===== src/rtl/msr_pkg.sv =====
package msr_pkg;
  localparam int N_LINES = 4;
  localparam int IDX_CTS = 0;
  localparam int IDX_DSR = 1;
  localparam int IDX_RI  = 2;
  localparam int IDX_CD  = 3;

  function automatic bit line_is_shared(input int idx);
    return idx != IDX_CTS;
  endfunction
endpackage


===== src/rtl/msr_sync.sv =====
module msr_sync #(
  parameter int WIDTH  = 4,
  parameter int STAGES = 2
) (
  input  logic             clk,
  input  logic             rst,
  input  logic [WIDTH-1:0] d,
  output logic [WIDTH-1:0] q
);
  logic [STAGES-1:0][WIDTH-1:0] chain;

  genvar s;
  generate
    for (s = 0; s < STAGES; s++) begin : g_stage
      always_ff @(posedge clk) begin
        if (rst) chain[s] <= '1;
        else if (s == 0) chain[s] <= d;
        else chain[s] <= chain[(s == 0) ? 0 : s-1];
      end
    end
  endgenerate

  assign q = chain[STAGES-1];
endmodule


===== src/rtl/msr_delta_flag.sv =====
module msr_delta_flag #(
  parameter bit RISE_ONLY = 1'b0
) (
  input  logic clk,
  input  logic rst,
  input  logic pin_s,
  input  logic enable,
  input  logic clear,
  output logic flag
);
  logic prev_q;
  logic flag_q;
  logic chg;

  always_ff @(posedge clk) begin
    if (rst) prev_q <= 1'b1;
    else     prev_q <= pin_s;
  end

  generate
    if (RISE_ONLY) begin : g_rise
      assign chg = prev_q & ~pin_s;
    end else begin : g_any
      assign chg = prev_q ^ pin_s;
    end
  endgenerate

  always_ff @(posedge clk) begin
    if (rst)          flag_q <= 1'b0;
    else if (!enable) flag_q <= 1'b0;
    else if (chg)     flag_q <= 1'b1;
    else if (clear)   flag_q <= 1'b0;
  end

  assign flag = flag_q;

  logic past_ok;
  always_ff @(posedge clk) begin
    if (rst) past_ok <= 1'b0;
    else     past_ok <= 1'b1;
  end

  p_set_has_cause_r3: assert property (@(posedge clk) disable iff (rst)
    (past_ok && $rose(flag_q)) |-> ($past(chg) && $past(enable)));

  p_clear_on_read_r5: assert property (@(posedge clk) disable iff (rst)
    (clear && !chg) |=> !flag_q);

  p_keep_on_hit_r6: assert property (@(posedge clk) disable iff (rst)
    (clear && chg && enable) |=> flag_q);

  p_sticky_r9: assert property (@(posedge clk) disable iff (rst)
    (flag_q && !clear && enable) |=> flag_q);

  generate
    if (RISE_ONLY) begin : g_rise_chk
      p_rise_only_r4: assert property (@(posedge clk) disable iff (rst)
        (prev_q == 1'b0 && pin_s == 1'b1 && !flag_q) |=> !flag_q);
    end
  endgenerate
endmodule


===== src/rtl/modem_status_reg.sv =====
module modem_status_reg
  import msr_pkg::*;
#(
  parameter int SYNC_STAGES = 2
) (
  input  logic       clk,
  input  logic       rst,
  input  logic       cts_n,
  input  logic       dsr_n,
  input  logic       ri_n,
  input  logic       cd_n,
  input  logic       mdm_sel,
  input  logic       rd_stb,
  input  logic       irq_en,
  output logic [7:0] msr_q,
  output logic       irq
);
  localparam int MSR_W = 2 * N_LINES;

  logic [N_LINES-1:0] pin_raw;
  logic [N_LINES-1:0] pin_s;
  logic [N_LINES-1:0] line_on;
  logic [N_LINES-1:0] flag;
  logic [N_LINES-1:0] status;
  logic [N_LINES-1:0] flag_vis;

  assign pin_raw[IDX_CTS] = cts_n;
  assign pin_raw[IDX_DSR] = dsr_n;
  assign pin_raw[IDX_RI]  = ri_n;
  assign pin_raw[IDX_CD]  = cd_n;

  msr_sync #(.WIDTH(N_LINES), .STAGES(SYNC_STAGES)) u_sync (
    .clk (clk),
    .rst (rst),
    .d   (pin_raw),
    .q   (pin_s)
  );

  genvar i;
  generate
    for (i = 0; i < N_LINES; i++) begin : g_line
      if (line_is_shared(i)) begin : g_shared
        assign line_on[i] = mdm_sel;
      end else begin : g_dedicated
        assign line_on[i] = 1'b1;
      end

      msr_delta_flag #(.RISE_ONLY(i == IDX_RI)) u_flag (
        .clk    (clk),
        .rst    (rst),
        .pin_s  (pin_s[i]),
        .enable (line_on[i]),
        .clear  (rd_stb),
        .flag   (flag[i])
      );
    end
  endgenerate

  assign status   = ~pin_s & line_on;
  assign flag_vis = flag & line_on;
  assign msr_q    = MSR_W'({status, flag_vis});
  assign irq      = irq_en & (|flag_vis);

  logic [1:0] age;
  always_ff @(posedge clk) begin
    if (rst)           age <= 2'd0;
    else if (age != 3) age <= age + 2'd1;
  end

  p_gated_zero_r7: assert property (@(posedge clk) disable iff (rst)
    !mdm_sel |-> (msr_q[7:5] == 3'b000 && msr_q[3:1] == 3'b000));

  p_irq_match_r8: assert property (@(posedge clk) disable iff (rst)
    irq == (irq_en && msr_q[3:0] != 4'h0));

  p_reset_clear_r1: assert property (@(posedge clk)
    $past(rst) |-> msr_q[3:0] == 4'h0);

  generate
    if (SYNC_STAGES == 2) begin : g_lat_chk
      p_cts_status_r2: assert property (@(posedge clk) disable iff (rst)
        (age >= 2'd2) |-> msr_q[4] == !$past(cts_n, 2));
    end
  endgenerate
endmodule


===== config.mk =====
export PLATFORM = sky130hd
export DESIGN_NAME = modem_status_reg
export DESIGN_NICKNAME = d
export VERILOG_FILES = /design/src/rtl/msr_pkg.sv /design/src/rtl/msr_sync.sv /design/src/rtl/msr_delta_flag.sv /design/src/rtl/modem_status_reg.sv
export SDC_FILE = /design/constraint.sdc
export NUM_CORES = 1
export LEC_CHECK = 0
export ABC_AREA = 1
export ABC_CLOCK_PERIOD_IN_PS = 1500
export CAP_MARGIN = 40
export CORE_AREA = 2 2 39 41
export CTS_BUF_LIST = sky130_fd_sc_hd__clkbuf_8
export CTS_CLUSTER_SIZE = 28
export DETAILED_ROUTE_END_ITERATION = 6
export DIE_AREA = 0 0 41 43
export DONT_BUFFER_PORTS = 1
export PLACE_DENSITY = 0.59
export SETUP_SLACK_MARGIN = 0.4
export SLEW_MARGIN = 20
export SYNTH_ARGS = -nofsm -noshare
export SYNTH_HDL_FRONTEND = slang
export SYNTH_SLANG_ARGS = --single-unit

===== constraint.sdc =====
create_clock -name clk -period 1.5 [get_ports clk]
set_clock_uncertainty 0.05 [all_clocks]
set_input_delay 0.075 -clock clk [delete_from_list [all_inputs] [get_ports clk]]
set_output_delay 0.075 -clock clk [all_outputs]
set_load 0.01 [all_outputs]

### Yosys cells after proc, flatten, opt, wreduce, memory -nomap -nowiden

Index checks and enable logic that the tools add are counted.

* bits in registers: 16
* input port bits: 9
* output and inout bits: 9
* logic and storage cells: 31

* mux-type cells: 5
* bitwise logic cells: 10
* reductions and logical operators: 6

Operators with widths (number)
* 4-bit bitwise AND: 2
* 2-bit nonzero test: 4
* 1-bit 2-to-1 mux: 5
* 4-bit inverter: 1
* 4-bit OR reduction: 1
* 1-bit XOR: 3
* 1-bit bitwise AND: 2
* 1-bit inverter: 2
* 2-bit OR reduction: 1

### Depth between registers and ports, before layout

Gate-level depths: netlist of run 1.

* word-level depth: 3
* depth in mapped cells: 5
* gate-level depth less buffers: 5

### Modules after synthesis

Synthesis of run 1 repeated with hierarchy kept, for this count alone.

* cells, all modules: 100
* area total of the unflattened synthesis: 670.6 sq um

Modules (own cells, without submodules)
* msr_delta_flag (g_line[0].u_flag ...): instances 3, cells each 14, area each 88.8 sq um, sequential area each 40.0 sq um
* msr_sync: instances 1, cells each 29, area each 254.0 sq um, sequential area each 160.2 sq um
* modem_status_reg: instances 1, cells each 19, area each 75.1 sq um, sequential area each 0.0 sq um
* msr_delta_flag (g_line[2].u_flag): instances 1, cells each 10, area each 75.1 sq um, sequential area each 40.0 sq um

### Worst setup path before layout of run 1

No wires, ideal clock.

* path kind: register to output
* start point: reg g_line[1].u_flag.flag_q
* end point: out irq
* data arrival time: 608 ps
* data required time: 1375 ps
* slack: 767 ps
* cell stages (with the launch flop): 5
* buffers on the path: 0
* cell sequence: dfxtp_1 > nand2_1 > nand2_1 > nor2_1 > nor2_1

* longest elaborated chain between the ends: 3

Ends and longest elaborated chain
* start: declaration: line msr_delta_flag.sv:12 `logic flag_q;`
* start signal: assignment: line msr_delta_flag.sv:29 `if (rst) flag_q <= 1'b0;`
* start signal: assignment: line msr_delta_flag.sv:30 `else if (!enable) flag_q <= 1'b0;`
* start signal: assignment: line msr_delta_flag.sv:31 `else if (chg) flag_q <= 1'b1;`
* 4-bit bitwise AND: line modem_status_reg.sv:60 `assign flag_vis = flag & line_on;`
* 4-bit OR reduction: line modem_status_reg.sv:62 `assign irq = irq_en & (|flag_vis);`
* 1-bit bitwise AND: line modem_status_reg.sv:62
* end: declaration: line modem_status_reg.sv:16 `output logic irq`

No other way between the ends.

### Worst setup path in the final report of run 1

* start point: reg g_line[0].u_flag.flag_q
* end point: out irq

* longest elaborated chain between the ends: 3

Ends and longest elaborated chain (line)
* start: declaration: msr_delta_flag.sv:12
* start signal: assignment: msr_delta_flag.sv:29
* start signal: assignment: msr_delta_flag.sv:30
* start signal: assignment: msr_delta_flag.sv:31
* 4-bit bitwise AND: modem_status_reg.sv:60
* 4-bit OR reduction: modem_status_reg.sv:62
* 1-bit bitwise AND: modem_status_reg.sv:62

No other way between the ends.

==> results.json, run 1 <==
{
  "status": "completed",
  "wire_per_inst_um": 8.020,
  "fin_crit_sh_pct": 66.28,
  "cts.clk_slew.worst_paths_ns": 0.06,
  "timing_worst_slew_pin_value_ns": 0.3377,
  "critPathKind": "reg2out",
  "place_area_um2": 608.1,
  "timing.hold.ws_ns": 0.02825,
  "die_area_mm2": 0.001763,
  "endpoint_kind": "output pin",
  "synthToLayoutAreaGrowth_pct": 20.38,
  "postCtsSetupBuffers": 0,
  "synthTopCellsByCount": "23 x nand2_1, 16 x dfxtp_1, 16 x inv_1",
  "cts_buffers": 3,
  "synthArstFlopShare_pct": 0,
  "track_usage_pct": 11.26,
  "avgSynthCellArea_um2": 7.836,
  "p_clk_share_pct": 42.5,
  "grt_max_degree": 11,
  "critPathMaxFanout": 3,
  "yosysSeqAreaShare_pct": 53.78,
  "rows": 14,
  "antenna_cells": 0,
  "finalWeightedCongestion": 0.6139,
  "overflow": 0,
  "n_fill_cell": 141,
  "place_ws_ns": 0.6674,
  "root_buffer": "clkbuf_8",
  "yosysMostFrequentCell": "nand2_1",
  "synth_seq_cells": 16,
  "syn_nets": 85,
  "drv_cap": 0,
  "timing.setup.tns_ns": 0,
  "drt_iter0_markers": 4,
  "vias_per_cell": 4.260,
  "dpl.hpwl_um": 572.6,
  "leakage_uw": 0.0004016,
  "clk_path_buf_depth": 2,
  "io_buffers": 0,
  "rsz0062_at_grt": "no",
  "grt_pass1_wl_um": 1214,
  "cell_internal_pwr_uw": 699.1,
  "worstPathRequired_ns": 1.37,
  "period_needed_ns": 0.9942,
  "swShare_pct": 20.00,
  "h-tree-depth": 1,
  "postLayoutCellArea_um2": 716.9,
  "ys_types": 10,
  "irDropWorstVdd_v": 0.0006826,
  "vias": 426,
  "cp.arrival_ns": 0.87,
  "fmax_mhz": 1006,
  "ant_nets": 0,
  "p_switching_uw": 174.8,
  "synth_cells": 76,
  "combPwrFrac_pct": 6.1,
  "fp.dieW_um": 41,
  "antenna_found_initial": 0,
  "final_core_util_pct": 51.81,
  "setup_slack_ns": 0.5058,
  "synth_edf_count": 0,
  "synth_top_area_share_pct": 53.78,
  "die_y_um": 43,
  "slew_headroom_pct": 77.41,
  "synth_area_leaders": "dfxtp_1 54%, nand2_1 14%, inv_1 10%",
  "initial_core_util_pct": 43.04,
  "dr.pass1.iters": 3,
  "synth-warning-count": 0,
  "drive_gt1_share_pct": 11.90,
  "cts_tree": "done",
  "drcViolationCount": 0,
  "hold_path_class": "in2reg",
  "nets": 94,
  "core_area_mm2": 0.001384,
  "slew_viol_final": 0,
  "grt_pass1_vias": 321,
  "clock-sinks": 16,
  "sequentialPowerShare_pct": 51.4,
  "clk_latency_ns": 0.24,
  "startpoint_type": "flip-flop",
  "setup_viol": 0,
  "hold_viol": 0,
  "power.density_mw_per_mm2": 1219,
  "yosysTopAreaCell": "dfxtp_1",
  "synthesis.area_um2": 595.6,
  "drt-total-wl_um": 802,
  "io-pin-count": 18,
  "synth_top_flop_cell": "dfxtp_1"
}
## critical path, cell delays in order (launching register included)
cell,delay [ns]
dfxtp_2,0.36
inv_1,0.04
nand2_1,0.06
nor2_1,0.05
nor2_2,0.12
## layout by cell type, fill, tap and decap left out, drive strengths merged
| cell type | count |
|---|---|
| clkbuf | 4 |
| nor2 | 6 |
| nand2 | 23 |
| or2 | 8 |
| inv | 18 |
| dlygate4sd3 | 5 |
| nand3 | 3 |
| dfxtp | 16 |
| a21boi | 1 |
## path summary, 6_finish.rpt
check	start	endpoint	slack [ns]	cells after the start
max	g_line[0].u_flag.flag$_SDFFE_PP0P_	irq	0.51	4
min	mdm_sel	g_line[1].u_flag.flag$_SDFFE_PP0P_	0.03	4
max reg2reg	u_sync.q[0]$_SDFF_PP1_	g_line[0].u_flag.flag$_SDFFE_PP0P_	0.73	5
min reg2reg	u_sync.chain[2]$_SDFF_PP1_	u_sync.q[2]$_SDFF_PP1_	0.35	1
## logic make-up (layout without fill, tap and decap cells)
group	Yosys count	in the layout	share of synthesized area [%]
DFF	16	16	53.78
AOI/OAI and AO/OA	1	1	3.152
and+or+nand+nor	40	40	30.46
buffers and inverters	19	27	12.61
## area by class of cell
cell class	count	area (µm²)	area share, %
multi-input cells	41	202.7	28.27
flip-flops and latches	16	321.6	44.85
inverters	18	67.56	9.424
repair buffers	5	50.05	6.981
clock buffers	4	55.05	7.679
well taps	16	20.02	2.792
## per-layer routing
metal / wire (µm) / global-route usage, % / vias up
met1: 360 / 11.30 / 177
met4: 16 / 14.00 / 0
met2: 363 / 15.00 / 16
met3: 62 / 4.188 / 2
met5: 0 / 0 / -
li1: - / - / 231
## registers in the layout, summed over array words and instances (netlist names)
register / count
g_line.u_flag.flag: 4
g_line.u_flag.prev_q: 4
u_sync.chain: 4
u_sync.q: 4
## timing repair
action / CTS / global route
hold buffers: 5 / 0
pin swaps: 0 / 0
gates resized for setup: 1 / 1
setup endpoints to repair: 1 / 1
endpoints found under the hold margin: 16 / 0
## through the flow
stage | total power (µW) | cells
floorplan | 494.2 | 76
global placement | 497.4 | 91
detailed placement | 498.4 | 91
CTS | 887.1 | 100
global route | 913.3 | 100
finish | 873.9 | 100
## power by group through the flow
stage | Combinational [µW] | Clock, µW | Sequential [µW]
CTS | 54.4 | 384 | 449
global route | 61.4 | 402 | 450
finish | 53.3 | 372 | 449
detailed placement | 40.3 | 0 | 458
floorplan | 38.3 | 0 | 456
global placement | 39.8 | 0 | 458
(Power assumes the default switching activity.)
==> run 2, diff against run 1 <==
Settings changed: ABC_AREA 1 to 0, ABC_CLOCK_PERIOD_IN_PS 1500 to 900.
Clock period 1.5 ns to 0.9 ns, I/O delays scaled along.
==> run 2 against run 1 <==
The flow now finishes with violations (negative hold slack, negative setup slack); clock power grew 64%; register-to-register slack got worse by 0.55 ns; synthesized cell count is 30% lower; critical path depth down 2; largest power group unchanged.
==> results.json, run 2 <==
{
  "period_needed_ns": 1.033,
  "cts.clk_slew.worst_paths_ns": 0.06,
  "critPathKind": "reg2out",
  "synthArstFlopShare_pct": 0,
  "wire_per_inst_um": 10.26,
  "synthesis.area_um2": 568.0,
  "ff2ff_setup_slack_ns": 0.18,
  "h-tree-depth": 1,
  "clock-sinks": 16,
  "min-delay-start": "rst",
  "synthTopCellsByCount": "16 x dfxtp_1, 12 x or2_1, 5 x nand2b_1",
  "finalWeightedCongestion": 0.5898,
  "endpoint_kind": "output pin",
  "grtUsageMet3_pct": 3.141,
  "layout.cells.non_filler": 72,
  "failed_checks": "negative hold slack, negative setup slack",
  "grtUsageMet2_pct": 15.94,
  "fmax_mhz": 967.8,
  "yosysTopAreaCell": "dfxtp_1",
  "fin_crit_sh_pct": 114.8,
  "synth_seq_cells": 16,
  "critPathMaxFanout": 3,
  "io_buffers": 0,
  "layout_common_cells": "12 x or2_1, 7 x dfxtp_1, 5 x dfxtp_4, 4 x clkbuf_8, 4 x dfxtp_2",
  "synth_area_leaders": "dfxtp_1 56%, or2_1 13%, nand2b_1 5.5%",
  "slew_viol_final": 0,
  "rsz0062_at_grt": "yes",
  "cp_slowest_cell": "dfxtp_2",
  "hold_path_class": "in2reg",
  "leakage_uw": 0.0002858,
  "yosysSeqAreaShare_pct": 56.39,
  "timing_worst_slew_pin_value_ns": 0.2127,
  "antenna_found_initial": 0,
  "setup_viol": 2,
  "root_buffer": "clkbuf_8",
  "vias": 327,
  "path_cells": "nor4_4 -> nor2_2",
  "drcViolationCount": 0,
  "core_area_mm2": 0.001384,
  "slew_headroom_pct": 85.72,
  "startpoint_type": "flip-flop",
  "overflow": 0,
  "cts_buffers": 3,
  "die_area_mm2": 0.001763,
  "use_met1_pct": 9.635,
  "cpPeakStageDelay_ns": 0.34,
  "synth_edf_count": 0,
  "grt_max_degree": 15,
  "vias_per_cell": 4.542,
  "initial_core_util_pct": 41.05,
  "finalPower_uw": 1443,
  "path_buf_inv": 0,
  "status": "finished, violations left",
  "postLayoutCellArea_um2": 747.0,
  "cp.arrival_ns": 0.94,
  "cp-endpoint": "irq",
  "dr.pass1.iters": 2,
  "r2r_end": "g_line[3].u_flag.flag$_SDFFE_PP0P_",
  "drt_iter0_markers": 1,
  "drt-total-wl_um": 739,
  "clk_latency_ns": 0.24,
  "drive_gt1_share_pct": 57.14,
  "avgSynthCellArea_um2": 10.72,
  "final_core_util_pct": 53.98,
  "synth_top_area_share_pct": 56.39,
  "path_delay_family": "simple AND/OR/NAND/NOR gates",
  "irDropWorstVdd_v": 0.001129,
  "antenna_cells": 0,
  "power.density_mw_per_mm2": 1932,
  "grt_pass1_vias": 297,
  "track_usage_pct": 10.24,
  "drv_cap": 0,
  "final_common_cell": "or2_1",
  "synth_cells": 53,
  "startpoint": "g_line[1].u_flag.flag$_SDFFE_PP0P_",
  "syn_nets": 62,
  "setup_slack_ns": -0.1333,
  "ff2ff_path_depth": 2,
  "ys_types": 15,
  "synth_top_flop_cell": "dfxtp_1",
  "rows": 14,
  "synth-warning-count": 0,
  "hold_viol": 16,
  "clk_path_buf_depth": 2,
  "grt_pass1_wl_um": 1131,
  "nets": 66,
  "fp.dieW_um": 41,
  "numPlacedInstances": 67,
  "path_depth": 2,
  "grt_busiest_layer": "met2",
  "yosysMostFrequentCell": "dfxtp_1",
  "io-pin-count": 18,
  "rr_startpoint": "u_sync.q[3]$_SDFF_PP1_",
  "synthToLayoutAreaGrowth_pct": 31.50,
  "dpl.hpwl_um": 512.3,
  "die_y_um": 43,
  "ant_nets": 0,
  "worstPathRequired_ns": 0.81,
  "place_area_um2": 629.4,
  "cts_tree": "done",
  "timing.hold.ws_ns": -0.1929
}
## run 2: how the worst min path moves through the flow
stage                                         end  slack [ns]  depth (start not counted)
6_report       g_line[0].u_flag.flag$_SDFFE_PP0P_       -0.19                          1
3_3_place_gp   g_line[0].u_flag.flag$_SDFFE_PP0P_        0.06                          1
3_5_place_dp   g_line[0].u_flag.flag$_SDFFE_PP0P_        0.06                          1
5_1_grt        g_line[0].u_flag.flag$_SDFFE_PP0P_       -0.20                          1
4_1_cts        g_line[0].u_flag.flag$_SDFFE_PP0P_       -0.20                          1
2_1_floorplan          u_sync.chain[3]$_SDFF_PP1_        0.09                          1
## run 2: worst reg2reg max path: cells and delay by family, from the launching register on
kind | cells | cell delay, ns
flip-flops | 1 | 0.36
XOR/XNOR | 1 | 0.13
AO/OA/AOI/OAI | 1 | 0.12
## run 2: repair_timing
item                                   in CTS  in global routing
endpoints found under the hold margin      16                 16
setup endpoints to repair                  21                 21
buffers inserted                            1                  0
pin swaps                                   5                  4
resized for setup                           8                  7
## run 2: through the flow
stage	worst slack [ns]	setup TNS [ns]
after floorplan	0.1590	0
after global placement	0.1422	0
after detailed placement	0.06873	0
after CTS	-0.1665	-0.2159
after global routing	-0.2127	-0.3030
final	-0.1333	-0.1791
## run 2: cell families after synthesis
logic type             synth area share [%]
AND/OR/NAND/NOR                       28.64
flip-flops                            56.39
AO/OA/AOI/OAI                         6.387
XOR/XNOR                              4.626
buffers and inverters                 3.964
## run 2: final cells by class
| cell class | instances | area [µm²] |
|---|---|---|
| flip-flops and latches | 16 | 344.1 |
| multi-input cells | 34 | 310.3 |
| repair buffers | 1 | 11.26 |
| well taps | 16 | 20.02 |
| fillers | 134 | 636.9 |
| inverters | 1 | 6.256 |
| clock buffers | 4 | 55.05 |
## run 2: power breakdown
| part | leakage, µW | total (µW) | internal (µW) | switching [µW] |
|---|---|---|---|---|
| Clock | 0.0000288 | 609 | 387 | 222 |
| Combinational | 0.000124 | 79.8 | 54.6 | 25.2 |
| Sequential | 0.000133 | 754 | 730 | 24.6 |
| Total | 0.000286 | 1440 | 1170 | 272 |
## run 2: layer usage
| metal | share of wire, % | wire (µm) | vias up |
|---|---|---|---|
| met3 | 6.4 | 47 | 0 |
| met2 | 51 | 378 | 13 |
| met4 | 0 | 0 | 0 |
| met5 | 0 | 0 | - |
| met1 | 42 | 314 | 143 |
| li1 | - | - | 171 |
==> run 3, diff against run 2 <==
Settings changed: ABC_CLOCK_PERIOD_IN_PS 900 to 1200, PLACE_DENSITY 0.59 to 0.57.
Clock period 0.9 ns to 1.2 ns, I/O delays scaled along.
==> run 3 against run 2 <==
The run now ends clean; critical endpoint unchanged; combinational power fell by 2%; sequential power fell by 25%; largest cell class unchanged; global-route usage rose by 1.4 points.
==> results.json, run 3 (synthesized netlist as in run 2, its figures left out) <==
{
  "slew_headroom_pct": 74.79,
  "vias": 358,
  "initial_core_util_pct": 41.05,
  "setup_slack_ns": 0.1608,
  "drv_cap": 0,
  "antenna_cells": 0,
  "timing.setup.tns_ns": 0,
  "dr.pass1.iters": 2,
  "cell_internal_pwr_uw": 822.5,
  "place_area_um2": 569.3,
  "h-tree-depth": 1,
  "core_area_mm2": 0.001384,
  "root_buffer": "clkbuf_8",
  "synthToLayoutAreaGrowth_pct": 34.80,
  "nets": 73,
  "fin_crit_sh_pct": 86.60,
  "grt_pass1_vias": 333,
  "vias_per_cell": 4.590,
  "clk_path_buf_depth": 2,
  "antenna_found_initial": 0,
  "die_y_um": 43,
  "postLayoutCellArea_um2": 765.7,
  "drive_gt1_share_pct": 41.94,
  "setup_viol": 0,
  "fmax_mhz": 962.3,
  "place_ws_ns": 0.3814,
  "wire_per_inst_um": 11.10,
  "irDropWorstVdd_v": 0.0006367,
  "hold_viol": 0,
  "grt_max_degree": 15,
  "slew_viol_final": 0,
  "multi_input_area_um2": 280.3,
  "leakage_uw": 0.0002992,
  "timing_worst_slew_pin_value_ns": 0.3781,
  "drt_iter0_markers": 2,
  "startpoint_type": "flip-flop",
  "period_needed_ns": 1.039,
  "clk_latency_ns": 0.24,
  "combPwrFrac_pct": 7.6,
  "status": "completed",
  "rows": 14,
  "finalWeightedCongestion": 0.5720,
  "fp.dieW_um": 41,
  "cp.arrival_ns": 0.93,
  "regArea_um2": 337.8,
  "grt_pass1_wl_um": 1317,
  "clock-sinks": 16,
  "n_fill_cell": 132,
  "hold_path_class": "in2out",
  "final_common_cell": "or2_1",
  "critPathKind": "reg2out",
  "rsz0062_at_grt": "yes",
  "sequentialPowerShare_pct": 55.0,
  "critPathMaxFanout": 2,
  "layout_common_cells": "12 x or2_1, 8 x dfxtp_1, 5 x dfxtp_2, 5 x dlygate4sd3_1, 4 x nand2b_1",
  "cts.clk_slew.worst_paths_ns": 0.06,
  "drcViolationCount": 0,
  "die_area_mm2": 0.001763,
  "cts_tree": "done",
  "endpoint_kind": "output pin",
  "io-pin-count": 18,
  "ant_nets": 0,
  "io_buffers": 0,
  "power.density_mw_per_mm2": 1344,
  "swShare_pct": 20.06,
  "overflow": 0,
  "cts_buffers": 3,
  "track_usage_pct": 11.66,
  "p_clk_share_pct": 37.4,
  "worstPathRequired_ns": 1.09,
  "p_switching_uw": 206.4,
  "drt-total-wl_um": 866
}
## run 3: changes by cell type in the layout (fill, tap and decap cells not counted), sizes merged
cell          previous run  this run
clkbuf                   4         3
dlymetal6s4s             0         2
dlygate4sd3              0         5
## run 3: power groups by stage
stage	Sequential [µW]	Combinational, µW	Clock [µW]
finish	566	78.1	385
detailed placement	575	40.9	0
global route	569	86.4	415
floorplan	572	46.7	0
CTS	568	73.6	399
global placement	574	39.9	0
## run 3: cell type report
cell class	count	share of cell area [%]
flip-flops and latches	16	44.12
well taps	16	2.614
repair buffers	8	10.78
clock buffers	3	5.392
multi-input cells	34	36.60
inverters	1	0.4902
## run 3: final timing paths
kind,slack (ns),depth (start not counted),endpoint,from
setup / recovery,0.16,2,irq,g_line[1].u_flag.flag$_SDFFE_PP0P_
hold reg to reg,0.35,1,u_sync.q[3]$_SDFF_PP1_,u_sync.chain[3]$_SDFF_PP1_
setup reg to reg,0.44,2,g_line[3].u_flag.flag$_SDFFE_PP0P_,u_sync.q[3]$_SDFF_PP1_
hold / removal,0.18,1,msr_q[7],mdm_sel
## run 3: metrics by stage
step                hold slack, ns  std cells  power [µW]  util, %
floorplan                   0.1071         53       618.5        -
global placement           0.08273         67       614.3    41.14
detailed placement         0.08731         67       616.2    41.14
CTS                         0.1850         78        1041    53.25
global route                0.1859         78        1070    55.33
finish                      0.1841         78        1029    55.33
## run 3: critical path, cell delays in order, from the launching register on
cell	delay [ns]
dfxtp_2	0.33
nor4_4	0.27
nor2_2	0.09
## run 3: routing by layer
metal  global-route usage (%)  wire [µm]  vias up
met5                        0          0        -
met4                    8.000         20        0
met3                    6.283         60        4
met2                    16.88        397       16
met1                    12.29        388      156
li1                         -          -      182
## run 3: timing repair
action / in CTS / in global routing
hold buffers: 7 / 0
hold endpoints to repair: 16 / 0
gates resized for setup: 19 / 8
setup buffers: 1 / 0
pin swaps: 2 / 1
endpoints found under the setup margin: 8 / 24
